--- config.mk ---
export PLATFORM = sky130hd
export DESIGN_NAME = ttw_bypass
export DESIGN_NICKNAME = d
export VERILOG_FILES = /design/src/rtl/ttw_pkg.sv /design/src/rtl/ttw_addr_cmp.sv /design/src/rtl/ttw_fc_qual.sv /design/src/rtl/ttw_window.sv /design/src/rtl/ttw_bypass.sv
export SDC_FILE = /design/constraint.sdc
export NUM_CORES = 1
export LEC_CHECK = 0
export ABC_AREA = 1
export BUFFER_PORTS_ARGS = -buffer_cell sky130_fd_sc_hd__buf_4
export CAP_MARGIN = 20
export CORE_ASPECT_RATIO = 0.75
export CORE_MARGIN = 2
export CORE_UTILIZATION = 30
export DETAILED_ROUTE_END_ITERATION = 10
export PLACE_DENSITY = 0.95
export SETUP_SLACK_MARGIN = 0.5
export SLEW_MARGIN = 0
export SYNTH_ARGS = -nofsm -noshare
export SYNTH_HDL_FRONTEND = slang
export SYNTH_SLANG_ARGS = --single-unit
export TNS_END_PERCENT = 20
--- constraint.sdc ---
create_clock -name vclk -period 1.1
set_input_delay 0.22 -clock vclk [all_inputs]
set_output_delay 0.22 -clock vclk [all_outputs]
set_load 0.02 [all_outputs]
--- src/rtl/ttw_pkg.sv ---
package ttw_pkg;

  typedef enum logic [0:0] {
    TTW_LEGACY = 1'b0,
    TTW_SPLIT  = 1'b1
  } ttw_fmt_e;

  // Field positions that the matching logic decodes.
  localparam int TTW_EN_BIT    = 15;
  localparam int TTW_MODE_LSB  = 13;
  localparam int TTW_WP_BIT    = 2;
  localparam int TTW_FCB_LSB   = 4;
  localparam int TTW_FCM_LSB   = 0;

  // Split-layout function code modes.
  localparam logic [1:0] TTW_MODE_USER = 2'b00;
  localparam logic [1:0] TTW_MODE_SUPV = 2'b01;

endpackage

--- src/rtl/ttw_addr_cmp.sv ---
module ttw_addr_cmp #(
  parameter int ADDR_W = 32,
  parameter int WIN_W  = 8
) (
  input  logic [ADDR_W-1:0] la,
  input  logic [WIN_W-1:0]  base,
  input  logic [WIN_W-1:0]  ign,
  output logic              hit
);
  logic [WIN_W-1:0] top;
  logic [WIN_W-1:0] kept;

  always_comb begin
    top  = la[ADDR_W-1 -: WIN_W];
    kept = top & ~ign;
    hit  = (kept == base);
  end

  logic low_unused;
  assign low_unused = ^la[ADDR_W-WIN_W-1:0];

endmodule

--- src/rtl/ttw_fc_qual.sv ---
module ttw_fc_qual
  import ttw_pkg::*;
#(
  parameter ttw_fmt_e FMT  = TTW_LEGACY,
  parameter int       FC_W = 3
) (
  input  logic [FC_W-1:0] fc,
  input  logic [15:0]     ctl,
  output logic            ok
);
  generate
    if (FMT == TTW_LEGACY) begin : g_legacy
      logic [FC_W-1:0] fc_ign;
      logic [FC_W-1:0] fc_base;
      always_comb begin
        fc_ign  = ctl[TTW_FCM_LSB +: FC_W];
        fc_base = ctl[TTW_FCB_LSB +: FC_W];
        ok      = ((fc & ~fc_ign) == fc_base);
      end
    end else begin : g_split
      logic [1:0] mode;
      logic       supv;
      always_comb begin
        mode = ctl[TTW_MODE_LSB +: 2];
        supv = fc[FC_W-1];
        case (mode)
          TTW_MODE_USER: ok = ~supv;
          TTW_MODE_SUPV: ok = supv;
          default:       ok = 1'b1;
        endcase
      end
    end
  endgenerate

  logic ctl_unused;
  assign ctl_unused = ^ctl;

endmodule

--- src/rtl/ttw_window.sv ---
module ttw_window
  import ttw_pkg::*;
#(
  parameter ttw_fmt_e FMT    = TTW_LEGACY,
  parameter int       ADDR_W = 32,
  parameter int       WIN_W  = 8,
  parameter int       FC_W   = 3
) (
  input  logic [ADDR_W-1:0] la,
  input  logic [FC_W-1:0]   fc,
  input  logic              acc_read,
  input  logic              probe,
  input  logic [ADDR_W-1:0] ttr,
  output logic              hit,
  output logic              fault
);
  localparam int BASE_LSB = ADDR_W - WIN_W;
  localparam int IGN_LSB  = ADDR_W - 2 * WIN_W;

  logic addr_ok;
  logic fc_ok;
  logic en;

  ttw_addr_cmp #(
    .ADDR_W (ADDR_W),
    .WIN_W  (WIN_W)
  ) u_addr (
    .la   (la),
    .base (ttr[BASE_LSB +: WIN_W]),
    .ign  (ttr[IGN_LSB +: WIN_W]),
    .hit  (addr_ok)
  );

  ttw_fc_qual #(
    .FMT  (FMT),
    .FC_W (FC_W)
  ) u_fc (
    .fc  (fc),
    .ctl (ttr[15:0]),
    .ok  (fc_ok)
  );

  always_comb begin
    en  = ttr[TTW_EN_BIT];
    hit = en & addr_ok & fc_ok;
  end

  generate
    if (FMT == TTW_SPLIT) begin : g_wp
      always_comb fault = hit & ttr[TTW_WP_BIT] & ~acc_read & ~probe;
    end else begin : g_nowp
      logic acc_unused;
      assign acc_unused = acc_read ^ probe;
      always_comb fault = 1'b0;
    end
  endgenerate

  // Window checks
  always_comb begin
    p_disabled_silent_r1: assert (ttr[TTW_EN_BIT] || (!hit && !fault))
      else $error("disabled window produced hit or fault");
    p_probe_blocks_fault_r8: assert (!probe || !fault)
      else $error("fault raised during probe");
    p_read_never_faults_r8: assert (!acc_read || !fault)
      else $error("fault raised on read");
  end

endmodule

--- src/rtl/ttw_bypass.sv ---
module ttw_bypass
  import ttw_pkg::*;
#(
  parameter ttw_fmt_e FMT    = TTW_LEGACY,
  parameter int       ADDR_W = 32,
  parameter int       WIN_W  = 8,
  parameter int       FC_W   = 3
) (
  input  logic [ADDR_W-1:0] la,
  input  logic [FC_W-1:0]   fc,
  input  logic              acc_read,
  input  logic              probe,
  input  logic [ADDR_W-1:0] ttr_a,
  input  logic [ADDR_W-1:0] ttr_b,
  output logic              bypass,
  output logic              wp_fault,
  output logic [ADDR_W-1:0] pa
);
  localparam int              NUM_WIN = 2;
  localparam logic [FC_W-1:0] FC_CPU  = {FC_W{1'b1}};

  logic [ADDR_W-1:0]  ttr_v   [NUM_WIN];
  logic [NUM_WIN-1:0] hit_v;
  logic [NUM_WIN-1:0] fault_v;
  logic               cpu_space;

  assign ttr_v[0] = ttr_a;
  assign ttr_v[1] = ttr_b;

  for (genvar w = 0; w < NUM_WIN; w++) begin : g_win
    ttw_window #(
      .FMT    (FMT),
      .ADDR_W (ADDR_W),
      .WIN_W  (WIN_W),
      .FC_W   (FC_W)
    ) u_win (
      .la       (la),
      .fc       (fc),
      .acc_read (acc_read),
      .probe    (probe),
      .ttr      (ttr_v[w]),
      .hit      (hit_v[w]),
      .fault    (fault_v[w])
    );
  end

  always_comb begin
    cpu_space = (fc == FC_CPU);
    bypass    = cpu_space | (|hit_v);
    wp_fault  = |fault_v;
    pa        = la;
  end

  // Output relation checks
  always_comb begin
    p_fault_needs_bypass_r9: assert (!wp_fault || bypass)
      else $error("fault without bypass");
    p_pass_through_r7: assert (!bypass || (pa == la))
      else $error("pa differs from la under bypass");
    p_cpu_space_r5: assert (!cpu_space || bypass)
      else $error("cpu space not bypassed");
    p_any_hit_bypasses_r6: assert ((hit_v == '0) || bypass)
      else $error("window hit without bypass");
  end

endmodule

Word-level counts from Yosys, hierarchy flattened
Index checks and enable logic that the tools add are counted.
Storage, ports and cells
  flip-flop bits (word level): 0
  output and inout bits: 34
  bits of input ports: 101
Operators by class
  bitwise logic cells: 13
  reductions and logical operators: 1
  eq/ne operators: 5
Operators by type and width (count)
  bitwise AND 8 bit: 2
  equality test 8 bit: 2
  inverter 8 bit: 2
  bitwise AND 3 bit: 2
  equality test 3 bit: 2
  inverter 3 bit: 2
  bitwise AND 1 bit: 4
  equality test 3 bit, second input constant: 1
  OR reduction 2 bit: 1
  OR 1 bit: 1

Logic depth before layout (Yosys ltp)
Gate-level depths: netlist of the first run.
  word-level depth: 7
  depth in mapped cells: 9
  gate-level depth less buffers: 9

Modules after synthesis
From an unflattened synthesis of the first run, not the netlist that was laid out.
Second synthesis, totals
  cell total of the unflattened synthesis: 188
  area total of the unflattened synthesis: 904.6 um^2
By module, submodules not included
  ttw_addr_cmp: instances 2, cells each 50, area each 210.2 um^2
  ttw_bypass: instances 1, cells each 36, area each 259.0 um^2
  ttw_fc_qual: instances 2, cells each 21, area each 87.6 um^2
  ttw_window: instances 2, cells each 5, area each 25.0 um^2

Worst setup path before layout of the first run
No wires, ideal clock.
  path kind: input to output
  start: input port la[26]
  end: output port bypass
  path slack: 0.054 ns
  stages on the path: 6
  required time: 0.880 ns
  arrival: 0.826 ns
  path through: inv_1 > o21ai_0 > nand3_1 > nor2_2 > nand3_1 > nand3_1
Between the ends
  longest elaborated chain between the ends: 6
RTL lines
  start: declaration: line ttw_bypass.sv:9  | input logic [ADDR_W-1:0] la,
  bitwise AND 8 bit: line ttw_addr_cmp.sv:15  | kept = top & ~ign;
  equality test 8 bit: line ttw_addr_cmp.sv:16  | hit = (kept == base);
  bitwise AND 1 bit (2 in series): line ttw_window.sv:45  | hit = en & addr_ok & fc_ok;
  OR reduction 2 bit (*): line ttw_bypass.sv:49  | bypass = cpu_space | (|hit_v);
  OR 1 bit (*): line ttw_bypass.sv:49
  end: declaration: line ttw_bypass.sv:15  | output logic bypass,
Mark *: on every way between the ends. The rest lies on a longest branch, timed or not.

Worst setup path after layout of the first run
  start: input port ttr_a[22]
  end: output port bypass
Between the ends
  longest elaborated chain between the ends: 7
RTL lines
  start: declaration: line ttw_bypass.sv:13  | input logic [ADDR_W-1:0] ttr_a,
  inverter 8 bit: line ttw_addr_cmp.sv:15
  bitwise AND 8 bit: line ttw_addr_cmp.sv:15
  equality test 8 bit: line ttw_addr_cmp.sv:16
  bitwise AND 1 bit (2 in series): line ttw_window.sv:45
  OR reduction 2 bit: line ttw_bypass.sv:49
  OR 1 bit: line ttw_bypass.sv:49
Every way passes these cells.

==> results.json, run 1 <==
{
  "status": "finished with violations",
  "violations": "setup timing",
  "core_area_mm2": 0.00264,
  "antenna_found_initial": 0,
  "ys_top_cells_by_count": "53 x nand2_1, 38 x inv_1, 33 x buf_4, 23 x nand3_1, 10 x nor2_1",
  "dr.first_iter.drc_count": 16,
  "fin_area_mm2": 0.00132,
  "synthMostInstantiatedCell": "nand2_1",
  "yosysTopAreaCellShare_pct": 29.4,
  "utilization_pct": 49.8,
  "synth_top_cell_by_area": "buf_4",
  "hold_end": "pa[9]",
  "syn_area_um2": 843,
  "numPortBuffers": 66,
  "critPathKind": "in2out",
  "timing.final.hold_violations": 0,
  "endpoint_kind": "primary output",
  "grt_usage_pct": 13.9,
  "fin_cells": 246,
  "cap_violations": 0,
  "dr.pass1.iters": 2,
  "dp_cells": 245,
  "synth-seq-area-share_pct": 0,
  "diodes": 0,
  "synth.distinct_cells": 14,
  "grt_pass1_vias": 986,
  "critical_path.max_fanout": 2,
  "startpoint_type": "primary input",
  "gp_congestion": 0.685,
  "via_per_inst": 4.25,
  "syn_inst": 174,
  "die-area_mm2": 0.00326,
  "syn_avg_cell_area_um2": 4.85,
  "fp.dieH_um": 49.9,
  "required_ns": 0.88,
  "grt_max_degree": 6,
  "worstPathCellList": "buf_4 > inv_1 > nand2_1 > nand2_1 > nand3_2 > nor2_1 > nand3_1 > nand3_2 > buf_6",
  "cp.arrival_ns": 1.00,
  "flops_and_latches": 0,
  "hold_depth": 0,
  "ir_worst_vdd_mv": 0.137,
  "p_leak_nw": 0.809,
  "power.density_mw_per_mm2": 347,
  "slowest_delay_ns": 0.11,
  "pin_count": 135,
  "fin_tns_setup_ns": -0.118,
  "setup_viol_count_final": 1,
  "synthTopCellsByArea": "buf_4 29%, nand2_1 24%, inv_1 17%",
  "fin_crit_sh_pct": 111,
  "area_delta_synth_final_pct": 55.9,
  "ctsHoldBuffers": 0,
  "start_util_pct": 31.9,
  "cpMaxStageDelayCell": "buf_4",
  "vias": 1046,
  "min_from": "la[9]",
  "seqCellArea_um2": 0,
  "wirelength_mm": 2.30,
  "setup_slack_ns": -0.118,
  "routedWlPerCell_um": 9.35,
  "hold_class": "in2out",
  "finalMaxSlewViolations": 0,
  "placement.cell_area_mm2": 0.00116,
  "rsz0062_at_grt": "yes",
  "dpl.hpwl_mm": 1.93,
  "fmax_mhz": 821,
  "period_minus_slack_ns": 1.22,
  "clkbuf_count": 0,
  "die_w_um": 65.2,
  "final_nets": 313,
  "drive_above_1_share_pct": 45.2,
  "synth_nets": 275,
  "rows": 16,
  "yosysWarnings": 0,
  "grt_pass1_wl_mm": 3.75,
  "drtAntennaViolNets": 0,
  "drc": 0,
  "overflow": 0
}
## metrics by stage
stage | hold slack [ns] | setup slack [ns] | power, mW
after global placement | 0.440 | -0.178 | 0.384
after floorplan | 0.553 | 0.119 | 0.310
after detailed placement | 0.440 | -0.163 | 0.393
after global routing | 0.440 | -0.189 | 0.508
after CTS | 0.440 | -0.127 | 0.436
final | 0.440 | -0.118 | 0.457
## layer usage
metal | up-vias | GRT usage (%) | wire length [um]
li1 | 553 | - | -
met1 | 429 | 14.7 | 909
met2 | 56 | 27.2 | 1110
met3 | 8 | 4.11 | 249
met4 | 0 | 2.43 | 31
met5 | - | 0 | 0
## layout by cell type, fill, tap and decap left out, types with 2 or more instances in the layout
cell / count
nand3_2: 5
buf_6: 14
nor2_2: 3
nand3_1: 18
buf_8: 7
nand2_1: 48
inv_1: 29
o21ai_1: 4
inv_2: 8
nor2_1: 8
nand2_2: 7
inv_4: 2
buf_4: 48
nand3b_1: 5
## critical path: cells and delay by family
| kind | cells | cell delay (ns) |
|---|---|---|
| buffers and inverters | 3 | 0.29 |
| AND/OR/NAND/NOR | 6 | 0.48 |
## where the power goes
part / internal (mW) / switching (mW) / total [mW]
clock network: 0 / 0 / 0
logic: 0.262 / 0.195 / 0.457
registers: 0 / 0 / 0
## final cells by class
type                       instances  area (um2)
fill                             266        1330
multi-input combinational        101         492
timing repair buffer              69         623
inverter                          40         155
tap                               36        45.0
## worst max-delay path by stage
stage / startpoint / end / slack [ns] / depth (start not counted)
finish: ttr_a[22] / bypass / -0.12 / 9
global route: ttr_a[16] / bypass / -0.19 / 11
CTS: fc[0] / bypass / -0.13 / 11
detailed placement: la[26] / bypass / -0.16 / 8
global placement: la[26] / bypass / -0.18 / 8
floorplan: la[26] / bypass / 0.12 / 6
## kinds of logic (layout without fill, tap and decap cells)
family                 count (synthesis)  count (layout)  share of synthesized area [%]
AND/OR/NAND/NOR                       94              94                           48.4
buffers and inverters                 73             109                           47.2
AO/OA/AOI/OAI                          5               5                           2.97
other                                  1               1                          0.445
XOR/XNOR                               1               1                           1.04
## repair_timing
item	in CTS	in global routing
buffers inserted	0	1
gates resized for setup	32	20
setup endpoints to repair	9	9
endpoints found under the hold margin	0	0
pin swaps	5	22
Power figures use the tool's default switching activity.
==> run 2: changes to the inputs <==
--- a/config.mk
+++ b/config.mk
@@ -6,7 +6,7 @@
 export NUM_CORES = 1
 export LEC_CHECK = 0
 export ABC_AREA = 1
-export BUFFER_PORTS_ARGS = -buffer_cell sky130_fd_sc_hd__buf_4
+export BUFFER_PORTS_ARGS = -buffer_cell sky130_fd_sc_hd__buf_2
 export CAP_MARGIN = 20
 export CORE_ASPECT_RATIO = 0.75
 export CORE_MARGIN = 2
==> results.json, run 2 (synthesized netlist as in run 1, its figures left out) <==
{
  "mostFrequentLayoutCell": "nand2_1",
  "switching_share_pct": 47.3,
  "antenna_found_initial": 0,
  "die_w_um": 65.2,
  "placement.cell_area_um2": 983,
  "worstPathCellList": "buf_2 > inv_2 > o21ai_1 > nand3_2 > nor2_2 > nand3_1 > nand3_2 > buf_6",
  "fmax_mhz": 823,
  "seqCellArea_um2": 0,
  "grt_usage_pct": 13.4,
  "pin_count": 135,
  "via_per_inst": 4.15,
  "setup_viol_count_final": 1,
  "endpoint_kind": "primary output",
  "cap_violations": 0,
  "ir_worst_vdd_mv": 0.111,
  "p_clk_share_pct": 0,
  "fp.dieH_um": 49.9,
  "vias": 1012,
  "fin_tns_setup_ns": -0.115,
  "p_seq_share_pct": 0,
  "period_minus_slack_ns": 1.22,
  "ctsHoldBuffers": 0,
  "overflow": 0,
  "fin_crit_sh_pct": 110,
  "violations": "setup timing",
  "drtAntennaViolNets": 0,
  "final_nets": 311,
  "flops_and_latches": 0,
  "rsz0062_at_grt": "yes",
  "pwr-share-comb_pct": 100.0,
  "dr.pass1.iters": 4,
  "drive_above_1_share_pct": 42.8,
  "wirelength_mm": 2.23,
  "grt_pass1_vias": 908,
  "dr.first_iter.drc_count": 23,
  "timing.final.hold_violations": 0,
  "die-area_mm2": 0.00326,
  "routedWlPerCell_um": 9.16,
  "slowest_delay_ns": 0.14,
  "intPower_uw": 208,
  "clkbuf_count": 0,
  "utilization_pct": 44.0,
  "grt_max_degree": 6,
  "post-place-ws_ns": -0.214,
  "p_leak_nw": 0.757,
  "hold_class": "in2out",
  "power.density_mw_per_mm2": 340,
  "area_delta_synth_final_pct": 37.8,
  "critical_path.max_fanout": 4,
  "rows": 16,
  "layout_common_cells": "48 x nand2_1, 46 x buf_2, 29 x inv_1, 20 x nand3_1, 13 x buf_6",
  "gp_congestion": 0.701,
  "grt_pass1_wl_mm": 3.56,
  "finalMaxSlewViolations": 0,
  "fin_area_mm2": 0.00116,
  "required_ns": 0.88,
  "wl_met2_mm": 1.06,
  "setup_slack_ns": -0.115,
  "drt-met1-wl_um": 882,
  "core_area_mm2": 0.00264,
  "cp_common_cell": "nand3_2",
  "holdWs_ns": 0.440,
  "p_switching_uw": 187,
  "cp.arrival_ns": 1.00,
  "top_layer_used": "met4",
  "start_util_pct": 31.9,
  "dpl.hpwl_mm": 1.87,
  "wl_met3_um": 261,
  "startpoint_type": "primary input",
  "drc": 0,
  "critPathKind": "in2out",
  "diodes": 0,
  "status": "finished with violations",
  "cpMaxStageDelayCell": "o21ai_1",
  "numPortBuffers": 66
}
[run 2: area by class of cell]
type	count	area, um2
Multi-Input combinational cell	101	475
Tap cell	36	45.0
Inverter	40	153
Fill cell	290	1480
Timing Repair Buffer	67	489
[run 2: metrics by stage]
| step | power (mW) | cells |
|---|---|---|
| after floorplan | 0.310 | 174 |
| after global placement | 0.317 | 244 |
| after detailed placement | 0.324 | 244 |
| after CTS | 0.371 | 244 |
| after global routing | 0.444 | 244 |
| final | 0.395 | 244 |
[run 2: timing repair]
item | CTS | global route
resized for setup | 36 | 26
pin swaps | 11 | 12
setup endpoints to repair | 9 | 9
buffers inserted | 0 | 0
[run 2: power by group through the flow]
stage                     Clock (mW)  Sequential (mW)  Combinational (mW)
after floorplan                    0                0               0.310
after global placement             0                0               0.317
after detailed placement           0                0               0.324
after CTS                          0                0               0.371
after global routing               0                0               0.444
final                              0                0               0.395
[run 2: worst paths after layout]
| kind | start | end | slack (ns) | cells past startpoint |
|---|---|---|---|---|
| max | la[26] | bypass | -0.12 | 8 |
| min | la[9] | pa[9] | 0.44 | 0 |
[run 2: routing by layer]
layer	vias to the layer above	track usage (%)
li1	552	-
met1	389	14.5
met2	63	26.7
met3	8	2.74
met4	0	2.43
met5	-	0
[run 2: worst max-delay path: cells and delay by family]
kind,cells,cell delay [ns]
compound gates,1,0.14
buf+inv,3,0.24
simple gates,4,0.38
